<file path="src/rtl/can_err_pkg.sv">
// Shared constants and types for the CAN error state and interrupt router.
// Bit positions here are decoded by software, so they are fixed.
package can_err_pkg;
    localparam int ST_WARN_BIT  = 16;
    localparam int ST_PASS_BIT  = 17;
    localparam int ST_BOFF_BIT  = 18;
    localparam int ST_EVT_LSB   = 19;
    localparam int NUM_ERR_EVT  = 6;

    localparam int FL_SYS_LSB   = 8;
    localparam int FL_MBOX_BIT  = 15;
    localparam int FL_NUM_W     = 5;
    localparam int NUM_SYS      = 3;

    localparam int MK_SYS_TO_1  = 2;
    localparam int NUM_LINES    = 2;

    typedef enum logic [2:0] {
        SEL_STATUS = 3'd0,
        SEL_FLAG0  = 3'd1,
        SEL_FLAG1  = 3'd2,
        SEL_MASK   = 3'd3,
        SEL_LEVEL  = 3'd4
    } wr_sel_e;

    typedef struct packed {
        logic boff;
        logic pass;
        logic warn;
    } err_state_t;
endpackage

</file>
<file path="src/rtl/err_state_tracker.sv">
// Derives warning, passive and bus-off levels from the error counters.
// Registers the levels and reports, combinationally, which states are being
// entered at the coming edge. Assumes the counters are stable synchronous values.
module err_state_tracker
    import can_err_pkg::*;
#(
    parameter int CNT_W       = 9,
    parameter int WARN_LIMIT  = 96,
    parameter int PASS_LIMIT  = 127,
    parameter int BOFF_LIMIT  = 256
) (
    input  logic             clk,
    input  logic             rst_n,
    input  logic [CNT_W-1:0] tx_cnt,
    input  logic [CNT_W-1:0] rx_cnt,
    output err_state_t       state_q,
    output err_state_t       entering
);
    localparam logic [CNT_W:0] WARN_V = (CNT_W+1)'(WARN_LIMIT);
    localparam logic [CNT_W:0] PASS_V = (CNT_W+1)'(PASS_LIMIT);
    localparam logic [CNT_W:0] BOFF_V = (CNT_W+1)'(BOFF_LIMIT);

    err_state_t state_d;

    // Compare both counters against the thresholds.
    always_comb begin
        state_d.warn = ({1'b0, tx_cnt} > WARN_V) || ({1'b0, rx_cnt} > WARN_V);
        state_d.pass = ({1'b0, tx_cnt} > PASS_V) || ({1'b0, rx_cnt} > PASS_V);
        state_d.boff = ({1'b0, tx_cnt} >= BOFF_V);
        entering     = state_d & ~state_q;
    end

    // Hold the state levels for the status word.
    always_ff @(posedge clk) begin
        if (!rst_n) state_q <= '0;
        else        state_q <= state_d;
    end

    // Bus-off needs a counter far above the passive threshold.
    assert_boff_implies_pass_R3: assert property (@(posedge clk) disable iff (!rst_n)
        state_q.boff |-> (state_q.pass && state_q.warn));
endmodule

</file>
<file path="src/rtl/sticky_err_bits.sv">
// Captures single-cycle protocol error pulses into sticky bits.
// Bits clear on write-one; a pulse in the same cycle as the clear wins.
module sticky_err_bits #(
    parameter int N = 6
) (
    input  logic         clk,
    input  logic         rst_n,
    input  logic [N-1:0] evt,
    input  logic         clr_en,
    input  logic [N-1:0] clr_mask,
    output logic [N-1:0] bits_q
);
    logic [N-1:0] clr_eff;

    // Gate the clear mask with its strobe.
    always_comb clr_eff = clr_en ? clr_mask : '0;

    // Accumulate events, drop cleared bits.
    always_ff @(posedge clk) begin
        if (!rst_n) bits_q <= '0;
        else        bits_q <= (bits_q & ~clr_eff) | evt;
    end

    // A bit only rises when its event was seen.
    assert_set_needs_event_R4: assert property (@(posedge clk) disable iff (!rst_n)
        ((bits_q & ~$past(bits_q) & ~$past(evt)) == '0));
endmodule

</file>
<file path="src/rtl/sys_flag_line.sv">
// Holds the three state-entry flags of one interrupt line.
// Sets win over write-one clears in the same cycle.
module sys_flag_line #(
    parameter int N = 3
) (
    input  logic         clk,
    input  logic         rst_n,
    input  logic [N-1:0] set,
    input  logic         clr_en,
    input  logic [N-1:0] clr_mask,
    output logic [N-1:0] flag_q
);
    // Update the flags from entries and clears.
    always_ff @(posedge clk) begin
        if (!rst_n)      flag_q <= '0;
        else if (clr_en) flag_q <= (flag_q & ~clr_mask) | set;
        else             flag_q <= flag_q | set;
    end

    // A flag rises only with an entry pulse.
    assert_flag_on_entry_R5: assert property (@(posedge clk) disable iff (!rst_n)
        ((flag_q & ~$past(flag_q) & ~$past(set)) == '0));
endmodule

</file>
<file path="src/rtl/mbox_pend_tracker.sv">
// Keeps one pending bit per mailbox and, for each line, reports the
// highest-numbered pending mailbox routed to it. A retire request clears only
// the mailbox currently reported on that line. Assumes NUM_MBOX <= 32.
module mbox_pend_tracker
    import can_err_pkg::*;
#(
    parameter int NUM_MBOX = 32,
    parameter int NUM_W    = 5
) (
    input  logic                            clk,
    input  logic                            rst_n,
    input  logic [NUM_MBOX-1:0]             done,
    input  logic [NUM_MBOX-1:0]             to_line1,
    input  logic [NUM_LINES-1:0]            retire,
    output logic [NUM_LINES-1:0]            any,
    output logic [NUM_LINES-1:0][NUM_W-1:0] num,
    output logic [NUM_MBOX-1:0]             pend_q
);
    logic [NUM_LINES-1:0][NUM_MBOX-1:0] clr_line;
    logic [NUM_MBOX-1:0]                clr_all;

    for (genvar l = 0; l < NUM_LINES; l++) begin : g_line
        logic [NUM_MBOX-1:0] cand;

        // Select the pending mailboxes routed to this line.
        always_comb cand = pend_q & ((l == 1) ? to_line1 : ~to_line1);

        // Find the highest-numbered candidate.
        always_comb begin
            any[l] = 1'b0;
            num[l] = '0;
            for (int i = 0; i < NUM_MBOX; i++) begin
                if (cand[i]) begin
                    any[l] = 1'b1;
                    num[l] = NUM_W'(i);
                end
            end
        end

        // Build the one-hot retire mask for this line.
        always_comb begin
            clr_line[l] = '0;
            if (retire[l] && any[l]) clr_line[l][num[l]] = 1'b1;
        end

        // The reported mailbox is really pending.
        assert_report_pending_R7: assert property (@(posedge clk) disable iff (!rst_n)
            any[l] |-> pend_q[num[l]]);
    end

    // Merge the retire masks of both lines.
    always_comb clr_all = clr_line[0] | clr_line[1];

    // Track pending mailboxes; a new event beats a retire.
    always_ff @(posedge clk) begin
        if (!rst_n) pend_q <= '0;
        else        pend_q <= (pend_q & ~clr_all) | done;
    end

    // A pending bit only falls after a retire request.
    assert_retire_needs_write_R8: assert property (@(posedge clk) disable iff (!rst_n)
        (($past(pend_q) & ~pend_q) != '0) |-> $past(|retire));

    // At most one mailbox leaves per retire per cycle.
    assert_single_retire_R8: assert property (@(posedge clk) disable iff (!rst_n)
        $countones($past(pend_q) & ~pend_q) <= 2);
endmodule

</file>
<file path="src/rtl/can_err_irq_router.sv">
// Top of the CAN error state and interrupt router. Assembles the status
// word and two flag words, holds the mask and level registers and drives
// two interrupt lines. Assumes NUM_MBOX <= 32 and single-cycle event pulses.
module can_err_irq_router
    import can_err_pkg::*;
#(
    parameter int CNT_W      = 9,
    parameter int NUM_MBOX   = 32,
    parameter int WARN_LIMIT = 96,
    parameter int PASS_LIMIT = 127,
    parameter int BOFF_LIMIT = 256
) (
    input  logic                clk,
    input  logic                rst_n,
    input  logic [CNT_W-1:0]    tx_err_cnt,
    input  logic [CNT_W-1:0]    rx_err_cnt,
    input  logic [5:0]          err_evt,
    input  logic [NUM_MBOX-1:0] mbox_done,
    input  logic                wr_en,
    input  logic [2:0]          wr_sel,
    input  logic [31:0]         wr_data,
    output logic [31:0]         status,
    output logic [31:0]         flag0,
    output logic [31:0]         flag1,
    output logic                irq0,
    output logic                irq1
);
    localparam int NUM_W = (NUM_MBOX > 1) ? $clog2(NUM_MBOX) : 1;
    localparam logic [31:0] MASK_IMPL = 32'h0000_0707;

    err_state_t                         state_q;
    err_state_t                         entering;
    logic [NUM_ERR_EVT-1:0]             sticky_q;
    logic [31:0]                        mask_q;
    logic [NUM_MBOX-1:0]                level_q;
    logic [NUM_LINES-1:0][NUM_SYS-1:0]  sys_q;
    logic [NUM_LINES-1:0]               mb_any;
    logic [NUM_LINES-1:0][NUM_W-1:0]    mb_num;
    logic [NUM_MBOX-1:0]                mb_pend;
    logic [NUM_LINES-1:0]               retire;
    logic [NUM_LINES-1:0][31:0]         flag_w;
    logic [NUM_LINES-1:0]               irq_w;
    wr_sel_e                            sel;

    // Decode the write select.
    always_comb sel = wr_sel_e'(wr_sel);

    err_state_tracker #(
        .CNT_W(CNT_W), .WARN_LIMIT(WARN_LIMIT),
        .PASS_LIMIT(PASS_LIMIT), .BOFF_LIMIT(BOFF_LIMIT)
    ) u_state (
        .clk(clk), .rst_n(rst_n), .tx_cnt(tx_err_cnt), .rx_cnt(rx_err_cnt),
        .state_q(state_q), .entering(entering)
    );

    sticky_err_bits #(.N(NUM_ERR_EVT)) u_sticky (
        .clk(clk), .rst_n(rst_n), .evt(err_evt),
        .clr_en(wr_en && sel == SEL_STATUS),
        .clr_mask(wr_data[ST_EVT_LSB +: NUM_ERR_EVT]),
        .bits_q(sticky_q)
    );

    // Load the mask and level registers.
    always_ff @(posedge clk) begin
        if (!rst_n) begin
            mask_q  <= '0;
            level_q <= '0;
        end else if (wr_en && sel == SEL_MASK) begin
            mask_q  <= wr_data & MASK_IMPL;
        end else if (wr_en && sel == SEL_LEVEL) begin
            level_q <= wr_data[NUM_MBOX-1:0];
        end
    end

    for (genvar l = 0; l < NUM_LINES; l++) begin : g_line
        logic        steer_here;
        logic        clr_here;
        logic [31:0] word;

        // Decide whether system entries and this word's writes target this line.
        always_comb begin
            steer_here = (l == 1) ? mask_q[MK_SYS_TO_1] : ~mask_q[MK_SYS_TO_1];
            clr_here   = wr_en && (sel == ((l == 1) ? SEL_FLAG1 : SEL_FLAG0));
            retire[l]  = clr_here && wr_data[FL_MBOX_BIT];
        end

        sys_flag_line #(.N(NUM_SYS)) u_sys (
            .clk(clk), .rst_n(rst_n),
            .set(steer_here ? entering : err_state_t'('0)),
            .clr_en(clr_here),
            .clr_mask(wr_data[FL_SYS_LSB +: NUM_SYS]),
            .flag_q(sys_q[l])
        );

        // Assemble the flag word and the line output.
        always_comb begin
            word                          = '0;
            word[FL_SYS_LSB +: NUM_SYS]   = sys_q[l];
            word[FL_MBOX_BIT]             = mb_any[l];
            word[NUM_W-1:0]               = mb_num[l];
            flag_w[l]                     = word;
            irq_w[l] = mask_q[l] &&
                       (mb_any[l] || ((sys_q[l] & mask_q[FL_SYS_LSB +: NUM_SYS]) != '0));
        end

        // A raised line always has an enabled, flagged source.
        assert_line_has_source_R9: assert property (@(posedge clk) disable iff (!rst_n)
            irq_w[l] |-> (flag_w[l][FL_MBOX_BIT] ||
                          ((flag_w[l][FL_SYS_LSB +: NUM_SYS] & mask_q[FL_SYS_LSB +: NUM_SYS]) != '0)));
    end

    mbox_pend_tracker #(.NUM_MBOX(NUM_MBOX), .NUM_W(NUM_W)) u_mbox (
        .clk(clk), .rst_n(rst_n), .done(mbox_done), .to_line1(level_q),
        .retire(retire), .any(mb_any), .num(mb_num), .pend_q(mb_pend)
    );

    // Assemble the status word and drive the outputs.
    always_comb begin
        status                              = '0;
        status[ST_WARN_BIT]                 = state_q.warn;
        status[ST_PASS_BIT]                 = state_q.pass;
        status[ST_BOFF_BIT]                 = state_q.boff;
        status[ST_EVT_LSB +: NUM_ERR_EVT]   = sticky_q;
        flag0 = flag_w[0];
        flag1 = flag_w[1];
        irq0  = irq_w[0];
        irq1  = irq_w[1];
    end

    // Every pending mailbox is reported on exactly one line.
    assert_pending_reported_R7: assert property (@(posedge clk) disable iff (!rst_n)
        (mb_pend != '0) |-> (mb_any != '0));
endmodule

</file>
<file path="config.mk">
export PLATFORM = sky130hd
export DESIGN_NAME = can_err_irq_router
export DESIGN_NICKNAME = d
export VERILOG_FILES = /design/src/rtl/can_err_pkg.sv /design/src/rtl/err_state_tracker.sv /design/src/rtl/sticky_err_bits.sv /design/src/rtl/sys_flag_line.sv /design/src/rtl/mbox_pend_tracker.sv /design/src/rtl/can_err_irq_router.sv
export SDC_FILE = /design/constraint.sdc
export NUM_CORES = 1
export LEC_CHECK = 0
export BUFFER_PORTS_ARGS = -buffer_cell sky130_fd_sc_hd__buf_4
export CORE_MARGIN = 2
export CORE_UTILIZATION = 24
export CTS_CLUSTER_DIAMETER = 120
export CTS_CLUSTER_SIZE = 24
export DETAILED_ROUTE_END_ITERATION = 6
export GPL_TIMING_DRIVEN = 0
export PLACE_DENSITY = 0.48
export SKIP_CTS_REPAIR_TIMING = 1
export SYNTH_ARGS = -nofsm -noshare
export SYNTH_HDL_FRONTEND = slang
export SYNTH_SLANG_ARGS = --single-unit
</file>
<file path="constraint.sdc">
create_clock -name clk -period 2.7 [get_ports clk]
set_clock_uncertainty 0.05 [all_clocks]
set_input_delay 0.135 -clock clk [delete_from_list [all_inputs] [get_ports clk]]
set_output_delay 0.135 -clock clk [all_outputs]
set_load 0.01 [all_outputs]
</file>
==> results.ini <==
[outcome]
outcome = finished, violations left
violations = negative hold slack

[power_and_ir_drop]
seq_power_share_pct = 38.3
pwr-share-comb_pct = 24.3
leakage_uw = 0.00327
p_sw_uw = 1100
finalPower_uw = 3620
clkPwrFrac_pct = 37.5
switching_share_pct = 30.5
p_int_uw = 2520
pwr_density_cell_nw_per_um2 = 474
vdd_drop_max_mv = 0.304

[worst_setup_path]
path_class = flip-flop to output port
path_delay_family = compound AO/OA/AOI/OAI gates
arrival_ps = 2460
worstSetupEndpointType = output port
r2r_setup_slack_ps = 100
startpoint_type = flip-flop
path_common_cell = o21ai_0
worstPathRequired_ps = 2520
cp_slowest_cell = dfxtp_1
crit_chain = nor2b_4 > o21ai_0 > o21ai_0 > a311oi_2 > or2_2 > o21ai_1 > buf_4
critPathMaxStageDelay_ps = 450
crit_fanout = 6
cp_num_buf_inv = 1

[clock_tree]
clock_path_buffers = 2
cts_root_buffer = clkbuf_16
cts_tree = yes
cts_buffers = 9
htreeDepth = 3
clk_pin_slew_ps = 70
clk_latency_ps = 350
cts.sinks = 85

[cells_and_area]
syn2layout_area_growth_pct = 43.1
fin_nets = 1020
final_cells = 1211
n_antenna_cell = 0
drive_gt1_share_pct = 28.8

[synthesis]
synthCells = 693
async_flop_share_pct = 0
synth_ff_type = dfxtp_1
yosys.cell_types.count = 70
syn_area_sq_um = 5330
synth_warnings = 0
avgSynthCellArea_sq_um = 7.69
ys_seq_area_share_pct = 31.9
synth-edff-count = 0
ys_ff_latch = 85

[flow_run]
cap_viol_max_count = 0

[timing]
maxSlewHeadroom_pct = 44.2
fin_crit_sh_pct = 97.8
finalHoldViolations = 28
rsz0062_at_grt = false
whs_ps = -22.6
setup_violations = 0
fin_crit_ps = 2640
drv_slew = 0
fmax_mhz = 379
max_slew.worst_pin.slew_ps = 838
setup_slack_ps = 59.2

[routing]
vias_per_cell = 4.76
routed_wl_um = 20700
drt-initial-drc-count = 511
vias = 5762
ant_nets = 0
wire_per_inst_um = 17.1
firstDrtPassIters = 5
drcViolationCount = 0

[grt]
grt_pass1_wl_um = 30300
grt_max_degree = 15
overflow = 0
grt_pass1_vias = 5188
antenna_found_initial = 0
track_usage_pct = 17.0

[floorplanning]
dieArea_sq_um = 23400
die_x_um = 153
placementRows = 54
start_util_pct = 24.4
dieHeight_um = 153
io_pins = 192
core_area_sq_um = 21800

[hold_path]
hold_path_class = primary input to flip-flop

[placed_design]
place_inst = 1163
port_buffers = 122
pre_cts_slack_ps = -437
gp_congestion = 0.918
dp_hpwl_um = 16100

-- flip-flops by register name, indices dropped and copies added (netlist names) --
signal / cells
u_mbox.pend_q: 32
u_sticky.bits_q: 6
g_line.u_sys.flag_q: 6
level_q: 32
u_state.state_q: 3
mask_q: 6
-- kinds of logic after synthesis --
family / Yosys count / share of synthesized area (%)
simple gates: 278 / 27.0
mux: 6 / 1.13
compound gates: 205 / 26.7
other cells: 1 / 0.0704
buf+inv: 118 / 13.2
flops: 85 / 31.9
-- per-layer routing --
metal	track usage (%)	share of wire, %	vias up
met1	23.5	46	2647
met5	0	0	-
met3	2.44	6.8	25
li1	-	-	2853
met4	5.73	1.9	0
met2	27.1	46	237
-- area by class of cell --
class,count,area [sq um]
inverters,32,120
well taps,280,350
multi-input cells,558,3340
fillers,2345,14200
flip-flops and latches,85,1700
repair buffers,154,1210
clock buffers,10,229
plain buffers,86,586
clock inverters,6,87.6
-- worst reg2reg max path, cell delays in order (launching register included) --
cell and delay, ps:
dfxtp_1 420, or2b_1 210, o2111ai_2 230, nor4_4 250, nand2_1 210, or4_4 560
or4_1 420, o211a_1 130
-- through the flow --
stage	setup TNS [ps]	utilization [%]	instance area [sq um]	hold WS (ps)
floorplan	0	-	5580	202
global placement	-8060	31.4	6850	292
detailed placement	-6850	31.4	6860	300
CTS	-8630	32.9	7170	-69.0
global route	0	34.9	7630	0.162
finish	0	34.9	7630	-22.6
-- cell usage after synthesis, types with 4 or more instances --
cell	instances	area, sq um
and3_1	5	31.3
o221a_2	5	56.3
nand2_1	111	417
and4_1	4	35.0
nor2b_1	16	100
nand2b_1	26	163
a22oi_1	17	128
dfxtp_1	85	1700
nor3_1	11	55.1
a22o_1	5	43.8
or2_0	4	25.0
a221oi_1	9	78.8
o311a_1	4	40.0
clkbuf_1	17	63.8
and2_1	6	37.5
a21boi_0	7	52.6
a21o_1	4	30.0
a32oi_1	5	43.8
a21oi_1	63	315
nor2_1	43	161
o21ai_0	24	120
buf_4	69	518
o211ai_1	5	37.5
o41ai_1	13	114
inv_1	29	109
or4_1	5	37.5
a31oi_1	5	31.3
o2111ai_1	4	35.0
o31ai_1	11	82.6
mux2i_1	6	60.1
nand3_1	10	50.1
nand4_1	7	43.8
-- layout by cell type, fill, tap and decap left out, types with 7 or more instances in the layout --
cell,n
nand4_1,7
nor2_1,39
nand3_1,9
o21ai_0,21
dfxtp_1,85
nor2b_1,14
nand2_1,111
nand2b_1,26
conb_1,69
o41ai_1,13
a21boi_0,7
o31ai_1,11
clkbuf_16,9
nor3_1,7
a22oi_1,15
inv_1,29
a21oi_1,63
dlygate4sd3_1,21
buf_4,202
clkbuf_1,17
a221oi_1,9
-- power by group through the flow --
stage	Combinational, uW	Clock [uW]	Sequential [uW]
detailed placement	770	0	1410
global route	937	1430	1390
finish	878	1350	1380
global placement	769	0	1410
floorplan	432	0	1390
CTS	773	1390	1380
-- final timing paths --
kind	endpoint	startpoint	cells after the start
setup reg to reg	u_mbox.pend_q[13]$_SDFF_PN0_	level_q[23]$_SDFFE_PN0P_	7
hold / removal	u_mbox.pend_q[30]$_SDFF_PN0_	mbox_done[30]	3
hold reg to reg	u_sticky.bits_q[1]$_SDFF_PN0_	u_sticky.bits_q[1]$_SDFF_PN0_	2
setup / recovery	flag0[0]	u_mbox.pend_q[5]$_SDFF_PN0_	7
(Power assumes the default switching activity.)
